$ cat config.mk
export PLATFORM = sky130hd
export DESIGN_NAME = qmu_top
export DESIGN_NICKNAME = d
export VERILOG_FILES = /design/src/rtl/qmu_pkg.sv /design/src/rtl/qmu_fifo.sv /design/src/rtl/qmu_cmd_fsm.sv /design/src/rtl/qmu_top.sv
export SDC_FILE = /design/constraint.sdc
export NUM_CORES = 2
export LEC_CHECK = 0
export ABC_AREA = 0
export ABC_CLOCK_PERIOD_IN_PS = 4400
export CAP_MARGIN = 25
export CORE_AREA = 3 3 437 439
export CTS_CLUSTER_SIZE = 25
export DETAILED_ROUTE_END_ITERATION = 8
export DIE_AREA = 0 0 440 442
export PLACE_DENSITY = 0.63
export SLEW_MARGIN = 20
export SYNTH_ARGS = -nofsm -noshare
export SYNTH_HDL_FRONTEND = slang
export SYNTH_SLANG_ARGS = --single-unit
$ cat constraint.sdc
create_clock -name clk -period 4.4 [get_ports clk]
set_clock_uncertainty 0.1 [all_clocks]
set_input_delay 0.44 -clock clk [delete_from_list [all_inputs] [get_ports clk]]
set_output_delay 0.44 -clock clk [all_outputs]
set_load 0.03 [all_outputs]
$ cat src/rtl/qmu_pkg.sv
package qmu_pkg;
    localparam int unsigned TOK_W = 32;
    typedef logic [TOK_W-1:0] token_t;

    localparam logic [7:0] OFF_IMSG0 = 8'h10;
    localparam logic [7:0] OFF_IMSG1 = 8'h14;
    localparam logic [7:0] OFF_OMSG0 = 8'h18;
    localparam logic [7:0] OFF_OMSG1 = 8'h1C;
    localparam logic [7:0] OFF_DBELL = 8'h20;
    localparam logic [7:0] OFF_ISTAT = 8'h24;
    localparam logic [7:0] OFF_IMASK = 8'h28;
    localparam logic [7:0] OFF_OSTAT = 8'h30;
    localparam logic [7:0] OFF_OMASK = 8'h34;
    localparam logic [7:0] OFF_INQ   = 8'h40;
    localparam logic [7:0] OFF_OUTQ  = 8'h44;

    localparam token_t EMPTY_TOKEN = '1;

    localparam int unsigned IST_W        = 2;
    localparam int unsigned IST_MSG      = 0;
    localparam int unsigned IST_DB       = 1;

    localparam int unsigned OST_W        = 5;
    localparam int unsigned OST_NOTEMPTY = 0;
    localparam int unsigned OST_NEWMSG   = 1;
    localparam int unsigned OST_POST_OVF = 2;
    localparam int unsigned OST_FREE_OVF = 3;
    localparam int unsigned OST_CMD_DONE = 4;

    localparam int unsigned HOST_TAG_BIT = 31;

    typedef enum logic [0:0] {
        CMD_IDLE = 1'b0,
        CMD_WAIT = 1'b1
    } cmd_state_e;
endpackage

$ cat src/rtl/qmu_fifo.sv
module qmu_fifo #(
    parameter int unsigned DEPTH    = 16,
    parameter int unsigned W        = 32,
    parameter bit          PRELOAD  = 1'b0,
    parameter logic [W-1:0] PRE_BASE = '0,
    parameter logic [W-1:0] PRE_STEP = '0
) (
    input  logic         clk,
    input  logic         rst_n,
    input  logic         push,
    input  logic [W-1:0] din,
    input  logic         pop,
    output logic [W-1:0] head,
    output logic         full,
    output logic         empty
);
    localparam int unsigned AW = (DEPTH > 1) ? $clog2(DEPTH) : 1;
    localparam int unsigned CW = $clog2(DEPTH + 1);
    localparam logic [AW-1:0] LAST = AW'(DEPTH - 1);
    localparam logic [CW-1:0] CNT_FULL = CW'(DEPTH);

    logic [W-1:0]  mem [DEPTH];
    logic [AW-1:0] rd_ptr, wr_ptr;
    logic [CW-1:0] cnt;
    logic          push_ok, pop_ok;

    function automatic logic [AW-1:0] step(input logic [AW-1:0] p);
        return (p == LAST) ? '0 : p + AW'(1);
    endfunction

    assign full    = (cnt == CNT_FULL);
    assign empty   = (cnt == '0);
    assign push_ok = push && !full;
    assign pop_ok  = pop && !empty;
    assign head    = mem[rd_ptr];

    always_ff @(posedge clk or negedge rst_n) begin
        if (!rst_n) begin
            rd_ptr <= '0;
            wr_ptr <= '0;
            cnt    <= PRELOAD ? CNT_FULL : '0;
        end else begin
            if (push_ok) wr_ptr <= step(wr_ptr);
            if (pop_ok)  rd_ptr <= step(rd_ptr);
            cnt <= cnt + CW'(push_ok) - CW'(pop_ok);
        end
    end

    generate
        if (PRELOAD) begin : g_preload
            always_ff @(posedge clk or negedge rst_n) begin
                if (!rst_n) begin
                    for (int i = 0; i < int'(DEPTH); i++)
                        mem[i] <= PRE_BASE + PRE_STEP * W'(i);
                end else if (push_ok) begin
                    mem[wr_ptr] <= din;
                end
            end
        end else begin : g_plain
            always_ff @(posedge clk) begin
                if (push_ok) mem[wr_ptr] <= din;
            end
        end
    endgenerate
endmodule

$ cat src/rtl/qmu_cmd_fsm.sv
module qmu_cmd_fsm
    import qmu_pkg::*;
(
    input  logic   clk,
    input  logic   rst_n,
    input  logic   arm,
    input  token_t arm_value,
    input  logic   reply,
    input  token_t reply_value,
    output logic   done
);
    cmd_state_e state_q, state_d;
    token_t     pend_q;
    logic       match;

    assign match = reply && (reply_value == pend_q);

    always_ff @(posedge clk or negedge rst_n) begin
        if (!rst_n) begin
            state_q <= CMD_IDLE;
            pend_q  <= '0;
        end else begin
            state_q <= state_d;
            if (arm) pend_q <= arm_value;
        end
    end

    always_comb begin
        state_d = state_q;
        unique case (state_q)
            CMD_IDLE: if (arm) state_d = CMD_WAIT;
            CMD_WAIT: begin
                if (arm)        state_d = CMD_WAIT;
                else if (match) state_d = CMD_IDLE;
            end
            default:  state_d = CMD_IDLE;
        endcase
    end

    always_comb begin
        done = 1'b0;
        unique case (state_q)
            CMD_IDLE: done = 1'b0;
            CMD_WAIT: done = !arm && match;
            default:  done = 1'b0;
        endcase
    end
endmodule

$ cat src/rtl/qmu_top.sv
module qmu_top
    import qmu_pkg::*;
#(
    parameter int unsigned DEPTH     = 16,
    parameter logic [31:0] SLOT_BASE = 32'h0000_1000,
    parameter logic [31:0] SLOT_STEP = 32'h0000_0100
) (
    input  logic        clk,
    input  logic        rst_n,
    input  logic        bus_en,
    input  logic        bus_we,
    input  logic [7:0]  bus_addr,
    input  logic [31:0] bus_wdata,
    output logic [31:0] bus_rdata,
    output logic        host_irq,
    output logic        post_valid,
    input  logic        post_ready,
    output logic [31:0] post_token,
    input  logic        done_valid,
    output logic        done_ready,
    input  logic [31:0] done_token,
    output logic [31:0] ctl_imsg0,
    output logic [31:0] ctl_imsg1,
    output logic [31:0] ctl_doorbell,
    output logic [1:0]  ctl_istat,
    input  logic [1:0]  ctl_iclr,
    input  logic [31:0] ctl_db_clr,
    output logic        ctl_irq,
    input  logic        ctl_omsg_we,
    input  logic        ctl_omsg_sel,
    input  logic [31:0] ctl_omsg_data
);
    logic rd_stb, wr_stb;
    assign rd_stb = bus_en && !bus_we;
    assign wr_stb = bus_en && bus_we;

    // Free slot list, preloaded
    logic   free_empty, free_full, free_pop, free_push;
    token_t free_head;
    // Post queue (host -> controller)
    logic   post_empty, post_full, post_push, post_pop;
    // Completion queue (controller -> host)
    logic   done_empty, done_full, done_pop, done_push;
    token_t done_head;

    assign free_pop  = rd_stb && (bus_addr == OFF_INQ) && !free_empty;
    assign done_pop  = rd_stb && (bus_addr == OFF_OUTQ) && !done_empty;
    assign post_push = wr_stb && (bus_addr == OFF_INQ);
    assign free_push = wr_stb && (bus_addr == OFF_OUTQ) && !bus_wdata[HOST_TAG_BIT];
    assign post_pop  = post_valid && post_ready;
    assign done_push = done_valid && done_ready;

    assign post_valid = !post_empty;
    assign done_ready = !done_full;

    qmu_fifo #(.DEPTH(DEPTH), .W(TOK_W), .PRELOAD(1'b1),
               .PRE_BASE(SLOT_BASE), .PRE_STEP(SLOT_STEP)) u_free (
        .clk(clk), .rst_n(rst_n), .push(free_push), .din(bus_wdata),
        .pop(free_pop), .head(free_head), .full(free_full), .empty(free_empty));

    qmu_fifo #(.DEPTH(DEPTH), .W(TOK_W)) u_post (
        .clk(clk), .rst_n(rst_n), .push(post_push), .din(bus_wdata),
        .pop(post_pop), .head(post_token), .full(post_full), .empty(post_empty));

    qmu_fifo #(.DEPTH(DEPTH), .W(TOK_W)) u_done (
        .clk(clk), .rst_n(rst_n), .push(done_push), .din(done_token),
        .pop(done_pop), .head(done_head), .full(done_full), .empty(done_empty));

    // Non-queued command tracker
    logic cmd_done;
    qmu_cmd_fsm u_cmd (
        .clk(clk), .rst_n(rst_n),
        .arm(wr_stb && (bus_addr == OFF_IMSG0)), .arm_value(bus_wdata),
        .reply(ctl_omsg_we), .reply_value(ctl_omsg_data),
        .done(cmd_done));

    // Message, doorbell, status and mask registers
    token_t            imsg0_q, imsg1_q, omsg0_q, omsg1_q, dbell_q;
    logic [IST_W-1:0]  istat_q, imask_q, istat_set;
    logic [OST_W-1:0]  ostat_q, omask_q, ostat_set, ostat_clr;

    always_comb begin
        istat_set          = '0;
        istat_set[IST_MSG] = wr_stb && (bus_addr == OFF_IMSG0);
        istat_set[IST_DB]  = wr_stb && (bus_addr == OFF_DBELL) && (bus_wdata != '0);

        ostat_set               = '0;
        ostat_set[OST_NOTEMPTY] = done_push;
        ostat_set[OST_NEWMSG]   = ctl_omsg_we;
        ostat_set[OST_POST_OVF] = post_push && post_full;
        ostat_set[OST_FREE_OVF] = free_push && free_full;
        ostat_set[OST_CMD_DONE] = cmd_done;

        ostat_clr = (wr_stb && (bus_addr == OFF_OSTAT)) ? bus_wdata[OST_W-1:0] : '0;
    end

    always_ff @(posedge clk or negedge rst_n) begin
        if (!rst_n) begin
            imsg0_q <= '0;
            imsg1_q <= '0;
            omsg0_q <= '0;
            omsg1_q <= '0;
            dbell_q <= '0;
            istat_q <= '0;
            imask_q <= '1;
            ostat_q <= '0;
            omask_q <= '1;
        end else begin
            if (wr_stb && bus_addr == OFF_IMSG0) imsg0_q <= bus_wdata;
            if (wr_stb && bus_addr == OFF_IMSG1) imsg1_q <= bus_wdata;
            if (wr_stb && bus_addr == OFF_IMASK) imask_q <= bus_wdata[IST_W-1:0];
            if (wr_stb && bus_addr == OFF_OMASK) omask_q <= bus_wdata[OST_W-1:0];
            if (ctl_omsg_we && !ctl_omsg_sel) omsg0_q <= ctl_omsg_data;
            if (ctl_omsg_we &&  ctl_omsg_sel) omsg1_q <= ctl_omsg_data;
            dbell_q <= (dbell_q & ~ctl_db_clr)
                     | ((wr_stb && bus_addr == OFF_DBELL) ? bus_wdata : '0);
            istat_q <= (istat_q & ~ctl_iclr) | istat_set;
            ostat_q <= (ostat_q & ~ostat_clr) | ostat_set;
        end
    end

    // Read path, registered
    token_t rd_val;
    always_comb begin
        unique case (bus_addr)
            OFF_IMSG0: rd_val = imsg0_q;
            OFF_IMSG1: rd_val = imsg1_q;
            OFF_OMSG0: rd_val = omsg0_q;
            OFF_OMSG1: rd_val = omsg1_q;
            OFF_DBELL: rd_val = dbell_q;
            OFF_ISTAT: rd_val = 32'(istat_q);
            OFF_IMASK: rd_val = 32'(imask_q);
            OFF_OSTAT: rd_val = 32'(ostat_q);
            OFF_OMASK: rd_val = 32'(omask_q);
            OFF_INQ:   rd_val = free_empty ? EMPTY_TOKEN : free_head;
            OFF_OUTQ:  rd_val = done_empty ? EMPTY_TOKEN : done_head;
            default:   rd_val = '0;
        endcase
    end

    always_ff @(posedge clk or negedge rst_n) begin
        if (!rst_n)      bus_rdata <= '0;
        else if (rd_stb) bus_rdata <= rd_val;
    end

    assign ctl_imsg0    = imsg0_q;
    assign ctl_imsg1    = imsg1_q;
    assign ctl_doorbell = dbell_q;
    assign ctl_istat    = istat_q;
    assign ctl_irq      = |(istat_q & ~imask_q);
    assign host_irq     = |(ostat_q & ~omask_q);
endmodule

After elaboration in Yosys (flattened, before gate mapping) --
Memories as Yosys holds them, arrays and structs flattened. Index checks and enable logic that the tools add are counted.
Storage, ports and cells: register bits after elaboration 758, bits in writable memories 1024, input port bits 146, logic and storage cells 163, memories kept 2
Operators by class: add/sub/neg operators 12, order comparisons 3, equality and inequality tests 21, mux-type cells 26, bitwise gates (word level) 16, reductions and logical operators 47
Memory list:
- u_done.mem | depth 16, bits a word 32, rd ports 1, clocked after Yosys merged registers in 0, wr ports 1, line qmu_fifo.sv:22 | logic [W-1:0] mem [DEPTH];
- u_post.mem | depth 16, bits a word 32, rd ports 1, clocked after Yosys merged registers in 0, wr ports 1, line qmu_fifo.sv:22
Operators by type and width (count):
- $bwmux W512 | 1
- $pmux W32 S11 | 1
- $mux W32 | 6
- $bmux W32 S4 | 1
- $demux W32 S4 | 1
- $eq A8 B6 Y1 const B | 5
- $and A32 B32 Y32 | 1
- $eq A32 B32 Y1 | 1
- $eq A8 B5 Y1 const B | 4
- $not A32 Y32 | 1
- $or A32 B32 Y32 | 1
- $reduce_bool A32 Y1 | 1
- $logic_and A1 B1 Y1 | 31
- $add A4 B1 Y4 const B | 6
- $eq A4 B4 Y1 const B | 6
- $mux W4 | 6
- $eq A8 B7 Y1 const B | 2
- $add A5 B1 Y5 | 3
- $eq A5 B5 Y1 const B | 3
- $logic_not A5 Y1 | 3
- $sub A5 B1 Y5 | 3
- $and A5 B5 Y5 | 2
- $ge A5 B5 Y1 const B | 2
- $logic_not A1 Y1 | 10
- 13 further kinds | 24

Depth between registers and ports, before layout --
word-level depth 6, gate-level depth with buffers 15

By module --
Synthesis repeated with hierarchy kept, for this count alone.
Unflattened totals: cells, all modules 4395, area total of the unflattened synthesis 76966.3 sq um
Modules (own cells, without submodules):
- qmu_fifo at u_done ... | instances 2, cells an instance 872, area each 19956.6 sq um
- qmu_fifo at u_free | instances 1, cells an instance 1606, area each 25460.7 sq um
- qmu_top | instances 1, cells an instance 925, area each 10003.3 sq um
- qmu_cmd_fsm | instances 1, cells an instance 120, area each 1589.0 sq um

Least setup slack after synthesis --
OpenSTA, ideal clock, no wires.
path type input -> register, start in bus_addr[1], end mem u_post.mem[1][0] (enable), library setup time 0.461 ns, arrival 3.937 ns, required time 3.839 ns, path slack -0.098 ns, stages on the path 6, cells stage by stage nor4_2 > nand2_1 > nor3_1 > buf_2 > nand2_1 > nor3_1
Between the ends: word-level cells in the longest chain between the ends 5
RTL lines:
- start: declaration | line qmu_top.sv:12 | input logic [7:0] bus_addr,
- $eq A8 B7 Y1 | line qmu_top.sv:48 | assign post_push = wr_stb && (bus_addr == OFF_INQ);
- $logic_and A1 B1 Y1 | line qmu_top.sv:48
- $logic_and A1 B1 Y1 | line qmu_fifo.sv:33 | assign push_ok = push && !full;
- net u_post.push_ok | line qmu_fifo.sv:25 | logic push_ok, pop_ok;
- $mux W1 | line qmu_fifo.sv:61 | if (push_ok) mem[wr_ptr] <= din;
- $mux W1 (not written as such) | line qmu_fifo.sv:61
- end: declaration | line qmu_fifo.sv:22
The timed path passes the listed nets, and every way through them passes these cells.

Final worst setup path --
start reg u_post.rd_ptr[0], end out post_token[18]
Between the ends: word-level cells in the longest chain between the ends 1
RTL lines:
- start: declaration | line qmu_fifo.sv:23 | logic [AW-1:0] rd_ptr, wr_ptr;
- start signal: assignment | line qmu_fifo.sv:44 | if (pop_ok) rd_ptr <= step(rd_ptr);
- $mem_v2 Z16 W32
- end: declaration | line qmu_top.sv:18 | output logic [31:0] post_token,
Every way passes these cells.

==> results.txt <==
Switch Pwr -> 10.7 mW
Worst R2R Path Depth -> 6
Sw Ratio -> 26.2%
TritonCTS clock tree -> yes
Drt initial violations -> 3376
CORE AREA -> 0.188 mm^2
Reg clk slew, reported paths -> 60 ps
Hold Crit Start -> ctl_db_clr[26]
Fin crit period -> 4200 ps
Routing usage on met1 -> 27.2%
DIE AREA -> 0.194 mm^2
Crit end category -> primary output
Fin nets -> 4708
Hold Path Depth -> 2
Final setup fails -> 0
Final core occ -> 47.1%
Largest net degree at the start of global routing -> 107
CTS buffer count -> 187
Die width -> 440 um
Die Ht -> 442 um
Clock Power Share -> 38.4%
Hold crit path type -> input pin to flop
H-tree Lvls -> 4
Final HPWL DP -> 130000 um
WP data required -> 3860 ps
Maximum capacitance violations -> 0
Final Hold Violating Endpoints -> 0
DRC errors left -> 0
Netlist cell types -> 78
Final setup TNS -> 0 ps
Critical R2R Launch -> u_done.rd_ptr[0]
Grt total ovfl -> 0
Internal power -> 30.3 mW
Leakage dissipation -> 33.1 nW
Synthesis-stage register bit count -> 1782
Most numerous cell on the critical path -> mux4_2
Max Slew Vio Count -> 0
RSZ-0062 raised after global routing -> no
RR Endpoint -> bus_rdata[10]
Async set-or-reset flop fraction in the synthesized netlist -> 42.5%
Worst path cell trace -> buf_12 -> mux4_2 -> mux4_2 -> clkdlybuf4s50_1
Clk buf depth -> 3
Cell Area, Synth -> 0.0748 mm^2
Layout filler cell count -> 15800
Area growth, synth to finish -> 18.0%
Warnings, synthesis -> 0
Register area share after synthesis -> 66.5%
GR peak layer -> met2
Layout cells sized above 1 -> 34.6%
Critical path type -> flop to primary output
Total Wirelength -> 209000 um
Outcome -> finished clean
Crit-path slowest cell -> dfrtp_4
Clk root buf -> clkbuf_16
Worst-margin pin slew -> 1060 ps
RD Place Congestion -> 0.885
Power Density -> 465 mW/mm^2
Number of global-route vias before repair -> 41900
IO Port Bufs -> 311
Antenna violations before repair -> 23
Hold EP -> ctl_doorbell[26]
Cells after Synth -> 4131
First-pass GRT wire length -> 303000 um
Latest clock arrival within the worst-skew pair -> 830 ps
Max Fclk -> 238 MHz
# IOs -> 312
Routed Antenna Nets -> 0
Flop pwr share -> 45.9%
Post-CTS sizing -> 0
R2R setup slack -> 1120 ps
Site Rows -> 159
Drt pass-1 iters -> 5
M2 GR Usage -> 36.2%
Total GRT Usage -> 21.4%
Commonest non-fill, non-tap cell in the layout -> edfxtp_1
Peak VDD IR -> 0.435 mV
Syn_area_per_cell -> 18.1 um^2
Pwr Total -> 41.0 mW
Initial Util -> 39.9%
Vias per cell -> 5.59
Met3 usage -> 3.73%
Via count -> 40200
Setup crit start kind -> flop
Most frequent cells in the layout -> edfxtp_1, dfrtp_1, mux2_2
Worst relative slew slack -> 29.3%
CP peak stage delay -> 730 ps
Final clock period utilization by the worst path -> 95.5%
Critical path arrival -> 3660 ps
Max FO, Critical Path -> 28
CTS Sinks -> 1782
Post-synth EDFFs -> 1024
DR WL/cell -> 29.1 um
Logic pwr share -> 15.7%
Mapped Nets -> 4313
Main synth FF type -> edfxtp_1
sequential cells by signal (all words and copies together) (netlist names), 4 cells and up:
| signal | flops |
|---|---|
| u_done.mem | 512 |
| u_post.cnt | 5 |
| u_free.wr_ptr | 4 |
| omsg0_q | 32 |
| u_post.wr_ptr | 4 |
| u_done.cnt | 5 |
| ctl_doorbell | 32 |
| bus_rdata | 32 |
| ctl_imsg0 | 32 |
| u_free.rd_ptr | 4 |
| u_post.mem | 512 |
| omask_q | 5 |
| ctl_imsg1 | 32 |
| u_post.rd_ptr | 4 |
| ostat_q | 5 |
| u_free.mem | 512 |
| omsg1_q | 32 |
| u_free.cnt | 5 |
| u_done.rd_ptr | 4 |
| u_done.wr_ptr | 4 |
cell type report:
| class | instances | area (um^2) | share of cell area [%] |
|---|---|---|---|
| antenna | 10 | 25.0 | 0.0283 |
| clock buffer | 263 | 5210 | 5.89 |
| clock inverter | 88 | 988 | 1.12 |
| inverter | 76 | 285 | 0.323 |
| multi-input combinational | 1969 | 23700 | 26.9 |
| sequential | 1782 | 49800 | 56.4 |
| tap | 2495 | 3120 | 3.53 |
| timing repair buffer | 510 | 5150 | 5.83 |
Yosys cell counts, drive strengths merged (3+ instances only):
| cell | n | area, um^2 |
|---|---|---|
| edfxtp | 1024 | 30700 |
| dfrtp | 702 | 17600 |
| mux2 | 660 | 7530 |
| mux4 | 423 | 9530 |
| buf | 155 | 807 |
| clkbuf | 149 | 559 |
| mux2i | 140 | 1400 |
| nand2 | 114 | 428 |
| o21ai | 112 | 561 |
| inv | 76 | 285 |
| dfstp | 56 | 1470 |
| nor2 | 56 | 241 |
| a21oi | 46 | 257 |
| nand3 | 43 | 215 |
| xor2 | 36 | 315 |
| a22oi | 34 | 255 |
| nor3 | 34 | 190 |
| ha | 33 | 413 |
| nor4 | 22 | 219 |
| a221oi | 17 | 149 |
| nand4 | 17 | 181 |
| nor2b | 17 | 106 |
| a22o | 15 | 131 |
| nand3b | 15 | 113 |
| a2bb2oi | 14 | 123 |
| and2 | 14 | 87.6 |
| xnor2 | 14 | 123 |
| nand2b | 10 | 62.6 |
| a21o | 9 | 67.6 |
| a211o | 8 | 70.1 |
| a31oi | 7 | 43.8 |
| nor4b | 6 | 88.8 |
| or4b | 5 | 53.8 |
| and4 | 4 | 35.0 |
| or3 | 4 | 30.0 |
| a221o | 3 | 30.0 |
| fa | 3 | 60.1 |
| o2111ai | 3 | 26.3 |
| o22ai | 3 | 18.8 |
| or2 | 3 | 18.8 |
| or3b | 3 | 26.3 |
worst max-delay path: cells and delay by family (launching register included):
| family | cells | cell delay, ps |
|---|---|---|
| buffers and inverters | 2 | 930 |
| flip-flops | 1 | 730 |
| multiplexers | 2 | 1080 |
cell families (layout without fill, tap and decap cells):
kind of cell / Yosys count / in the layout / synth area share (%)
xor+xnor: 50 / 50 / 0.585
mux: 1223 / 1223 / 24.7
other cells: 0 / 10 / 0
fa+ha+maj: 36 / 36 / 0.632
compound gates: 288 / 288 / 2.51
buf+inv: 380 / 937 / 2.21
flops: 1782 / 1782 / 66.5
simple gates: 372 / 372 / 2.86
repair_timing:
action	in CTS	in global routing
hold endpoints to repair	76	0
setup buffers	1	0
hold buffers	9	0
setup endpoints to repair	23	0
per-layer routing:
metal	share of wire, %	wire (um)
met1	40	82800
met3	5.3	11100
met5	0.044	92
met2	51	106000
met4	4.6	9530
power by group through the flow:
stage	Combinational, mW	Clock, mW	Sequential [mW]
floorplan	4.13	0	18.9
global placement	6.44	0	19.2
detailed placement	6.49	0	19.2
CTS	6.58	16.1	18.9
global route	6.88	16.8	18.9
finish	6.45	15.8	18.8
metrics by stage:
stage               worst slack, ps  std cells  cell area (um^2)  hold WS, ps
floorplan                      59.8       4131             74800         44.4
global placement                541       6819             81900          363
detailed placement              566       6821             82000          368
CTS                            73.0       7182             88300       0.0565
global route                   59.8       7184             88300         40.7
finish                          197       7193             88300         60.3
worst max path at each step:
stage / startpoint / endpoint / slack, ps / cells after the start
finish: u_post.rd_ptr[0] / post_token[18] / 200 / 4
global route: u_post.rd_ptr[0] / post_token[18] / 60 / 4
CTS: u_post.rd_ptr[0] / post_token[18] / 70 / 4
detailed placement: bus_wdata[31] / ctl_istat[1] / 570 / 7
global placement: bus_wdata[31] / ctl_istat[1] / 540 / 7
floorplan: bus_addr[1] / u_post.mem[3][0] / 60 / 5
Note: power is estimated with default switching activity, not from simulation.
